### src/rtl/fpsc_pkg.sv
package fpsc_pkg;
  localparam int WORD_W    = 32;
  localparam int NEXC      = 5;
  localparam int FLAG_LSB  = 2;
  localparam int EN_LSB    = 7;
  localparam int CAUSE_LSB = 12;
  localparam int DN_BIT    = 18;
  localparam int CODE_W    = 12;

  localparam logic [WORD_W-1:0] WR_MASK   = 32'h0005_FFFF;
  localparam logic [1:0]        RM_ZERO   = 2'b01;
  localparam logic [CODE_W-1:0] TRAP_CODE = 12'h120;

  typedef enum logic [1:0] {
    REL_LT = 2'd0,
    REL_EQ = 2'd1,
    REL_GT = 2'd2,
    REL_UN = 2'd3
  } rel_e;

  function automatic logic [NEXC-1:0] get_field(input logic [WORD_W-1:0] w, input int lsb);
    logic [WORD_W-1:0] s;
    s = w >> lsb;
    return s[NEXC-1:0];
  endfunction

  function automatic logic [WORD_W-1:0] put_field(input logic [WORD_W-1:0] w, input int lsb,
                                                  input logic [NEXC-1:0] v);
    logic [WORD_W-1:0] m;
    logic [WORD_W-1:0] x;
    m = {{(WORD_W-NEXC){1'b0}}, {NEXC{1'b1}}} << lsb;
    x = {{(WORD_W-NEXC){1'b0}}, v} << lsb;
    return (w & ~m) | x;
  endfunction
endpackage

### src/rtl/fpsc_flag_update.sv
module fpsc_flag_update
  import fpsc_pkg::*;
(
  input  logic [WORD_W-1:0] cur_word,
  input  logic [NEXC-1:0]   exc,
  output logic [WORD_W-1:0] nxt_word,
  output logic              any_exc,
  output logic              trap_hit
);
  logic [NEXC-1:0] new_flags;
  logic [NEXC-1:0] en_field;
  logic [NEXC-1:0] hit_bits;
  logic [WORD_W-1:0] w_flags;

  assign en_field = get_field(cur_word, EN_LSB);

  for (genvar i = 0; i < NEXC; i++) begin : g_bit
    assign new_flags[i] = exc[i];
    assign hit_bits[i]  = new_flags[i] & en_field[i];
  end

  assign any_exc  = |new_flags;
  assign trap_hit = any_exc & (|hit_bits);

  always_comb begin
    w_flags  = put_field(cur_word, FLAG_LSB, new_flags);
    nxt_word = any_exc ? put_field(w_flags, CAUSE_LSB, new_flags) : w_flags;
  end
endmodule

### src/rtl/fpsc_cmp_unit.sv
module fpsc_cmp_unit
  import fpsc_pkg::*;
(
  input  logic       cmp_en,
  input  logic       cmp_gt,
  input  logic [1:0] cmp_rel,
  output logic       cond_we,
  output logic       cond_val,
  output logic       unord
);
  rel_e rel;
  assign rel      = rel_e'(cmp_rel);
  assign unord    = cmp_en & (rel == REL_UN);
  assign cond_we  = cmp_en & (rel != REL_UN);
  assign cond_val = cmp_gt ? (rel == REL_GT) : (rel == REL_EQ);
endmodule

### src/rtl/fpsc_mode_decode.sv
module fpsc_mode_decode
  import fpsc_pkg::*;
(
  input  logic [WORD_W-1:0] word,
  output logic              rtz,
  output logic              ftz
);
  assign rtz = (word[1:0] == RM_ZERO);
  assign ftz = word[DN_BIT];
endmodule

### src/rtl/fp_status_unit.sv
module fp_status_unit
  import fpsc_pkg::*;
(
  input  logic              clk,
  input  logic              rst_n,
  input  logic              ld_en,
  input  logic [WORD_W-1:0] ld_word,
  input  logic              op_done,
  input  logic [NEXC-1:0]   exc_in,
  input  logic              cmp_en,
  input  logic              cmp_gt,
  input  logic [1:0]        cmp_rel,
  output logic [WORD_W-1:0] stat_word,
  output logic              round_zero,
  output logic              flush_zero,
  output logic              cond_bit,
  output logic              trap_req,
  output logic [CODE_W-1:0] trap_code
);
  logic [WORD_W-1:0] stat_q, stat_d, upd_word;
  logic cond_q, trap_q;
  logic any_exc, trap_hit;
  logic cond_we, cond_val, ev_unord;
  logic ev_load, ev_update;

  fpsc_flag_update u_upd (
    .cur_word(stat_q), .exc(exc_in), .nxt_word(upd_word),
    .any_exc(any_exc), .trap_hit(trap_hit)
  );

  fpsc_cmp_unit u_cmp (
    .cmp_en(cmp_en), .cmp_gt(cmp_gt), .cmp_rel(cmp_rel),
    .cond_we(cond_we), .cond_val(cond_val), .unord(ev_unord)
  );

  fpsc_mode_decode u_mode (
    .word(stat_q), .rtz(round_zero), .ftz(flush_zero)
  );

  assign ev_load   = ld_en;
  assign ev_update = (op_done | ev_unord) & ~ev_load;

  always_comb begin
    stat_d = stat_q;
    if (ev_load)        stat_d = ld_word & WR_MASK;
    else if (ev_update) stat_d = upd_word;
  end

  always_ff @(posedge clk) begin
    if (!rst_n) begin
      stat_q <= '0;
      cond_q <= 1'b0;
      trap_q <= 1'b0;
    end else begin
      stat_q <= stat_d;
      trap_q <= ev_update & trap_hit;
      if (cond_we) cond_q <= cond_val;
    end
  end

  assign stat_word = stat_q;
  assign cond_bit  = cond_q;
  assign trap_req  = trap_q;
  assign trap_code = trap_q ? TRAP_CODE : '0;

  a_r1_flags_from_exc: assert property (@(posedge clk) disable iff (!rst_n)
    ev_update |=> get_field(stat_q, FLAG_LSB) == $past(exc_in));

  a_r2_cause_copy: assert property (@(posedge clk) disable iff (!rst_n)
    (ev_update && exc_in != '0) |=> get_field(stat_q, CAUSE_LSB) == $past(exc_in));

  a_r3_trap_raised: assert property (@(posedge clk) disable iff (!rst_n)
    (ev_update && ((exc_in & get_field(stat_q, EN_LSB)) != '0)) |=> trap_req);

  a_r3_trap_code: assert property (@(posedge clk) disable iff (!rst_n)
    trap_req |-> (trap_code == TRAP_CODE &&
                  (get_field(stat_q, CAUSE_LSB) & get_field(stat_q, EN_LSB)) != '0));

  a_r4_no_exc_keeps_cause: assert property (@(posedge clk) disable iff (!rst_n)
    (ev_update && exc_in == '0) |=> ($stable(get_field(stat_q, CAUSE_LSB)) && !trap_req));

  a_r9_load_wins: assert property (@(posedge clk) disable iff (!rst_n)
    ld_en |=> (stat_q == ($past(ld_word) & WR_MASK)) && !trap_req);

  a_r6_round_decode: assert property (@(posedge clk) disable iff (!rst_n)
    round_zero == (stat_word[1:0] == 2'b01));

  a_r10_ordered_cmp: assert property (@(posedge clk) disable iff (!rst_n)
    (cmp_en && cmp_rel != 2'd3) |=>
      cond_bit == $past(cmp_gt ? (cmp_rel == 2'd2) : (cmp_rel == 2'd1)));

  a_r11_unordered_hold: assert property (@(posedge clk) disable iff (!rst_n)
    (cmp_en && cmp_rel == 2'd3) |=> $stable(cond_bit));

  a_r12_ctrl_kept: assert property (@(posedge clk) disable iff (!rst_n)
    ev_update |=> ($stable(stat_q[1:0]) && $stable(get_field(stat_q, EN_LSB)) &&
                   $stable(stat_q[DN_BIT])));
endmodule

### config.mk
export PLATFORM = sky130hd
export DESIGN_NAME = fp_status_unit
export DESIGN_NICKNAME = d
export VERILOG_FILES = /design/src/rtl/fpsc_pkg.sv /design/src/rtl/fpsc_flag_update.sv /design/src/rtl/fpsc_cmp_unit.sv /design/src/rtl/fpsc_mode_decode.sv /design/src/rtl/fp_status_unit.sv
export SDC_FILE = /design/constraint.sdc
export NUM_CORES = 1
export LEC_CHECK = 0
export ABC_AREA = 1
export BUFFER_PORTS_ARGS = -buffer_cell sky130_fd_sc_hd__buf_2
export CORE_MARGIN = 4
export CORE_UTILIZATION = 35
export DETAILED_ROUTE_END_ITERATION = 8
export PLACE_DENSITY = 0.75
export SYNTH_ARGS = -nofsm -noshare
export SYNTH_HDL_FRONTEND = slang
export SYNTH_SLANG_ARGS = --single-unit
### constraint.sdc
create_clock -name clk -period 0.95 [get_ports clk]
set_input_delay 0.1425 -clock clk [delete_from_list [all_inputs] [get_ports clk]]
set_output_delay 0.1425 -clock clk [all_outputs]
set_load 0.01 [all_outputs]
Yosys cells after proc, flatten, opt, wreduce, memory -nomap -nowiden
Cells that the tools add are included.
- add/subtract/negate cells: 0
- $mul: 0
- div/mod/pow operators: 0
- magnitude comparators: 0
- eq/ne operators: 5
- shifts and indexed selects: 0
- multiplexer cells: 5
- bitwise logic cells: 15
- reduce and logical (&&, ||, !) cells: 4
- operators with widths (operator ; number):
    2-to-1 mux 19 bit ; 2
    2-to-1 mux 32 bit ; 1
    bitwise OR 32 x 17 -> 32 bit ; 1
    bitwise OR 32 x 7 -> 32 bit ; 1
    AND 1 bit ; 10
    OR reduction 5 bit ; 2
    2-to-1 mux 9 bit ; 1
    equality test 2 x 1 -> 1 bit (second input constant) ; 2
    equality test 2 bit (second input constant) ; 2
    inequality test 2 bit (second input constant) ; 1
    NOT 1 bit ; 2
    nonzero test 2 bit ; 1
    OR reduction 2 bit ; 1
    2-to-1 mux 1 bit ; 1
    bitwise OR 1 bit ; 1
- register bits: 34
- latch bits: 0
- RAM bits: 0
- bits in read-only memories: 0
- bits of input ports: 45
- output and inout bits: 48
- word-level logic and storage cells: 33
- memories kept: 0

Depth between registers and ports, before layout
- depth in word-level cells: 6
- mapped depth: 7
- mapped depth without buffers: 6

Modules after synthesis
Synthesis repeated with hierarchy kept, for this count alone.
- cell total of the unflattened synthesis: 291
- area total of the unflattened synthesis: 1950.6 um^2
- by module, submodules not included (module ; times used ; cells an instance ; area each (um^2) ; seq. area each (um^2)):
    fp_status_unit ; 1 ; 223 ; 1559.0 ; 680.7
    fpsc_flag_update ; 1 ; 53 ; 321.6 ; 0.0
    fpsc_cmp_unit ; 1 ; 12 ; 52.6 ; 0.0
    fpsc_mode_decode ; 1 ; 3 ; 17.5 ; 0.0

Worst setup path before layout
No wires, ideal clock.
- path kind: input to register
- from: input ld_en
- to: register stat_q[2], in the netlist stat_word[2]
- setup time: 0.109 ns
- arrival time: 0.650 ns
- data required time: 0.841 ns
- slack: 0.191 ns
- stages on the path: 7
- path buffers: 2
- path through: buf_6 -> inv_6 -> buf_6 -> nand4_1 -> nand3_1 -> nand2_1 -> inv_1
- cells in the longest elaborated chain, start to end: 3
- elaborated cells between the ends (all ways): 4
- classes of those cells: 1 x mux; 2 x bitwise; 1 x reduce/logical
- RTL lines (item ; RTL line ; source):
    start, declared ; fp_status_unit.sv:6 ; input logic ld_en,
    NOT 1 bit ; fp_status_unit.sv:41 ; assign ev_update = (op_done | ev_unord) & ~ev_load;
    AND 1 bit ; fp_status_unit.sv:41 ;
    nonzero test 2 bit (no line) ; n/a ;
    end signal, assigned ; fp_status_unit.sv:55 ; stat_q <= stat_d;
    end, declared ; fp_status_unit.sv:20 ; logic [WORD_W-1:0] stat_q, stat_d, upd_word;
Several ways; a longest one is shown, not always the timed one.
A chain may end at the register's enable or synchronous reset.

Final worst setup path
- from: register stat_q[0], in the netlist stat_word[0]
- to: output round_zero
- cells in the longest elaborated chain, start to end: 1
- RTL lines (item ; RTL line ; source):
    equality test 2 x 1 -> 1 bit ; fpsc_mode_decode.sv:8 ; assign rtz = (word[1:0] == RM_ZERO);
    end, declared ; fp_status_unit.sv:14 ; output logic round_zero,
No other way between the ends.

==> results.yml <==
run_status:
  status: "finished, violations left"
  violations: "negative setup slack"
route:
  drtAntennaViolNets: 0
  dr.pass1.iters: 4
  wirelength_um: 2639
  drt-initial-drc-count: 14
  routed_via_density: 4.210
  post_drt_wl_per_cell_um: 10.47
  vias: 1061
  route.detailed.drc: 0
global_route:
  grtUsageTotal_pct: 11.54
  gr-total-overflow: 0
  grt_max_degree: 26
  antenna_found_initial: 0
  grt_pass1_vias: 908
  grt_pass1_wl_um: 3926
logic_synthesis:
  avgSynthCellArea_sq_um: 7.349
  yosys_register_bits: 20
  synthCells: 158
  yosys-top-cells-area: "dfxtp_1 34%, buf_4 18%, nand2_1 8.4%, nor2_1 6.5%, nand3_1 5.2%"
  syn_area_sq_mm: 0.001161
  synth_cell_type_count: 20
  seq_area_frac_synth_pct: 34.48
  ys_warn_count: 0
  yosysTopAreaCellShare_pct: 34.48
  synth_area_leader_cell: "dfxtp_1"
worst_setup_path:
  cpPeakStageDelay_ns: 0.34
  crit_fanout: 2
  cp_slowest_cell: "dfxtp_2"
  start_kind: "flop"
  cp.required_ns: 0.81
  worst-setup-path-type: "reg2out"
  ff2ff_setup_slack_ns: 0.18
  crit_chain: "inv_2 -> nor2_1 -> buf_2"
  crit_path_end_kind: "output pin"
  cp_data_arrival_time_ns: 0.86
final_layout:
  nNetsFinal: 255
  design_area_sq_mm: 0.001398
  fill_cells: 353
  diodes: 0
  area_growth_pct: 20.37
  final_cells: 252
  multi_input_area_sq_um: 539.3
  regArea_sq_um: 424.2
  layout-drive-gt1-share_pct: 42.31
cts:
  hold_buffers: 0
  clockBufferDepth: 2
  cts_num_sinks: 20
  insertion_delay_ns: 0.29
  cts_setup_buffers: 0
  cts_tree: "built"
  cts-root-buf: "clkbuf_4"
  cts_max_level: 1
  cts_made_buffers: 3
  clk_pin_slew_ns: 0.10
power_and_ir_drop:
  p_sw_share_pct: 29.98
  peakVddDrop_v: 0.0006607
  power.share.clock_pct: 21.9
  p_sw_mw: 0.5202
  pwr-share-seq_pct: 54.1
  p_leak_nw: 0.8003
  powerDensity_mw_per_mm2: 1242
  p_comb_share_pct: 24.0
  intPower_mw: 1.215
timing:
  fmaxAchievable_mhz: 1002
  drv_slew: 0
  timing.final.crit_share_pct: 105.1
  fin_ws_ns: -0.04799
  hold_violations: 0
  rsz0062_at_grt: "yes"
  period_needed_ns: 0.9980
  setup_viol: 1
  fin_setup_tns_ns: -0.04799
  finClkSkew_ns: 0.0005512
hold_path:
  hold_class: "in2reg"
floorplan:
  die_w_um: 65.60
  start_util_pct: 37.42
  rows: 20
  die_h_um: 65.60
  boundaryPins: 93
  core_area_sq_mm: 0.003103
  dieArea_sq_mm: 0.004303
place:
  io_buffers: 54
  dp_hpwl_um: 2142
  place_area_sq_mm: 0.001345
  dp.cells: 249
  place.gp.congestion: 0.7774
job:
  maxCapViolations: 0
==> cell families (layout without fill, tap and decap cells) <==
group,count (synthesis),in the layout,synth area share (%)
flops,20,20,34.48
compound gates,18,18,8.621
simple gates,71,71,30.07
buf+inv,48,75,26.51
other cells,1,24,0.3230
==> through the flow <==
| step | setup slack (ns) | hold slack, ns | util (%) | power [mW] |
|---|---|---|---|---|
| after floorplan | 0.1907 | 0.2774 | - | 1.273 |
| after global placement | 0.04139 | 0.3648 | 43.35 | 1.357 |
| after detailed placement | 0.02727 | 0.3672 | 43.35 | 1.361 |
| after CTS | -0.06212 | 0.06072 | 44.15 | 1.745 |
| after global routing | -0.08970 | 0.07051 | 45.04 | 1.856 |
| final | -0.04799 | 0.06801 | 45.04 | 1.735 |
==> flip-flops by register name, summed over array words and instances (netlist names) <==
| signal | count |
|---|---|
| cond_bit | 1 |
| stat_word | 18 |
| trap_req | 1 |
==> critical path, delay by kind of cell, from the launching register on <==
kind | cells | cell delay (ns)
flip-flops | 1 | 0.34
buffers and inverters | 2 | 0.16
AND/OR/NAND/NOR | 1 | 0.06
==> routing by layer <==
metal | routed length, um | track usage [%]
met5 | 0 | 0
met1 | 1056 | 13.59
met2 | 1332 | 20.61
met4 | 21 | 4.663
met3 | 228 | 1.880
==> repair_timing <==
item / 4_1_cts / 5_1_grt
endpoints found under the setup margin: 2 / 22
gates cloned: 0 / 0
pin swaps: 0 / 0
resized for setup: 3 / 18
==> power groups by stage <==
stage          sequential, mW  clock, mW  combinational (mW)
6_report                0.938      0.380               0.417
5_1_grt                 0.949      0.440               0.468
4_1_cts                 0.929      0.400               0.416
3_5_place_dp            0.946          0               0.415
3_3_place_gp            0.943          0               0.414
2_1_floorplan           0.973          0               0.300
==> worst paths after layout <==
| path | start | endpoint | cells after the start |
|---|---|---|---|
| min | ld_word[7] | stat_word[7] | 3 |
| max reg2reg | stat_word[9] | trap_req | 4 |
| min reg2reg | stat_word[0] | stat_word[0] | 2 |
| max | stat_word[0] | round_zero | 3 |
==> cells in the final DEF, fill, tap and decap left out, types with 2 or more instances in the layout <==
cell type | synthesis | final
o21ai_0 | 9 | 9
buf_2 | 2 | 53
nand4_1 | 5 | 5
a21oi_1 | 6 | 6
dfxtp_2 | 0 | 19
buf_4 | 28 | 2
clkbuf_4 | 0 | 3
nand2_1 | 26 | 26
nand3_2 | 5 | 5
nor2_1 | 20 | 20
nand3_1 | 12 | 12
conb_1 | 1 | 24
inv_1 | 15 | 14
==> area by class of cell <==
| type | count | area share [%] |
|---|---|---|
| multi-input cells | 113 | 38.59 |
| flip-flops and latches | 20 | 30.35 |
| repair buffers | 56 | 20.86 |
| inverters | 16 | 4.655 |
| well taps | 44 | 3.939 |
| clock buffers | 3 | 1.611 |
==> Yosys cell counts <==
cell      number
nand3_1       12
inv_1         15
nand3_2        5
nand4_1        5
conb_1         1
buf_2          2
nand2_2        1
nand2_4        1
o211ai_1       1
dfxtp_1       20
buf_6          2
inv_6          1
nand2_1       26
nor2_1        20
nand3_4        1
buf_4         28
a21oi_1        6
o211a_1        1
a21boi_0       1
o21ai_0        9
No activity file was read; power rests on OpenSTA's default activity.
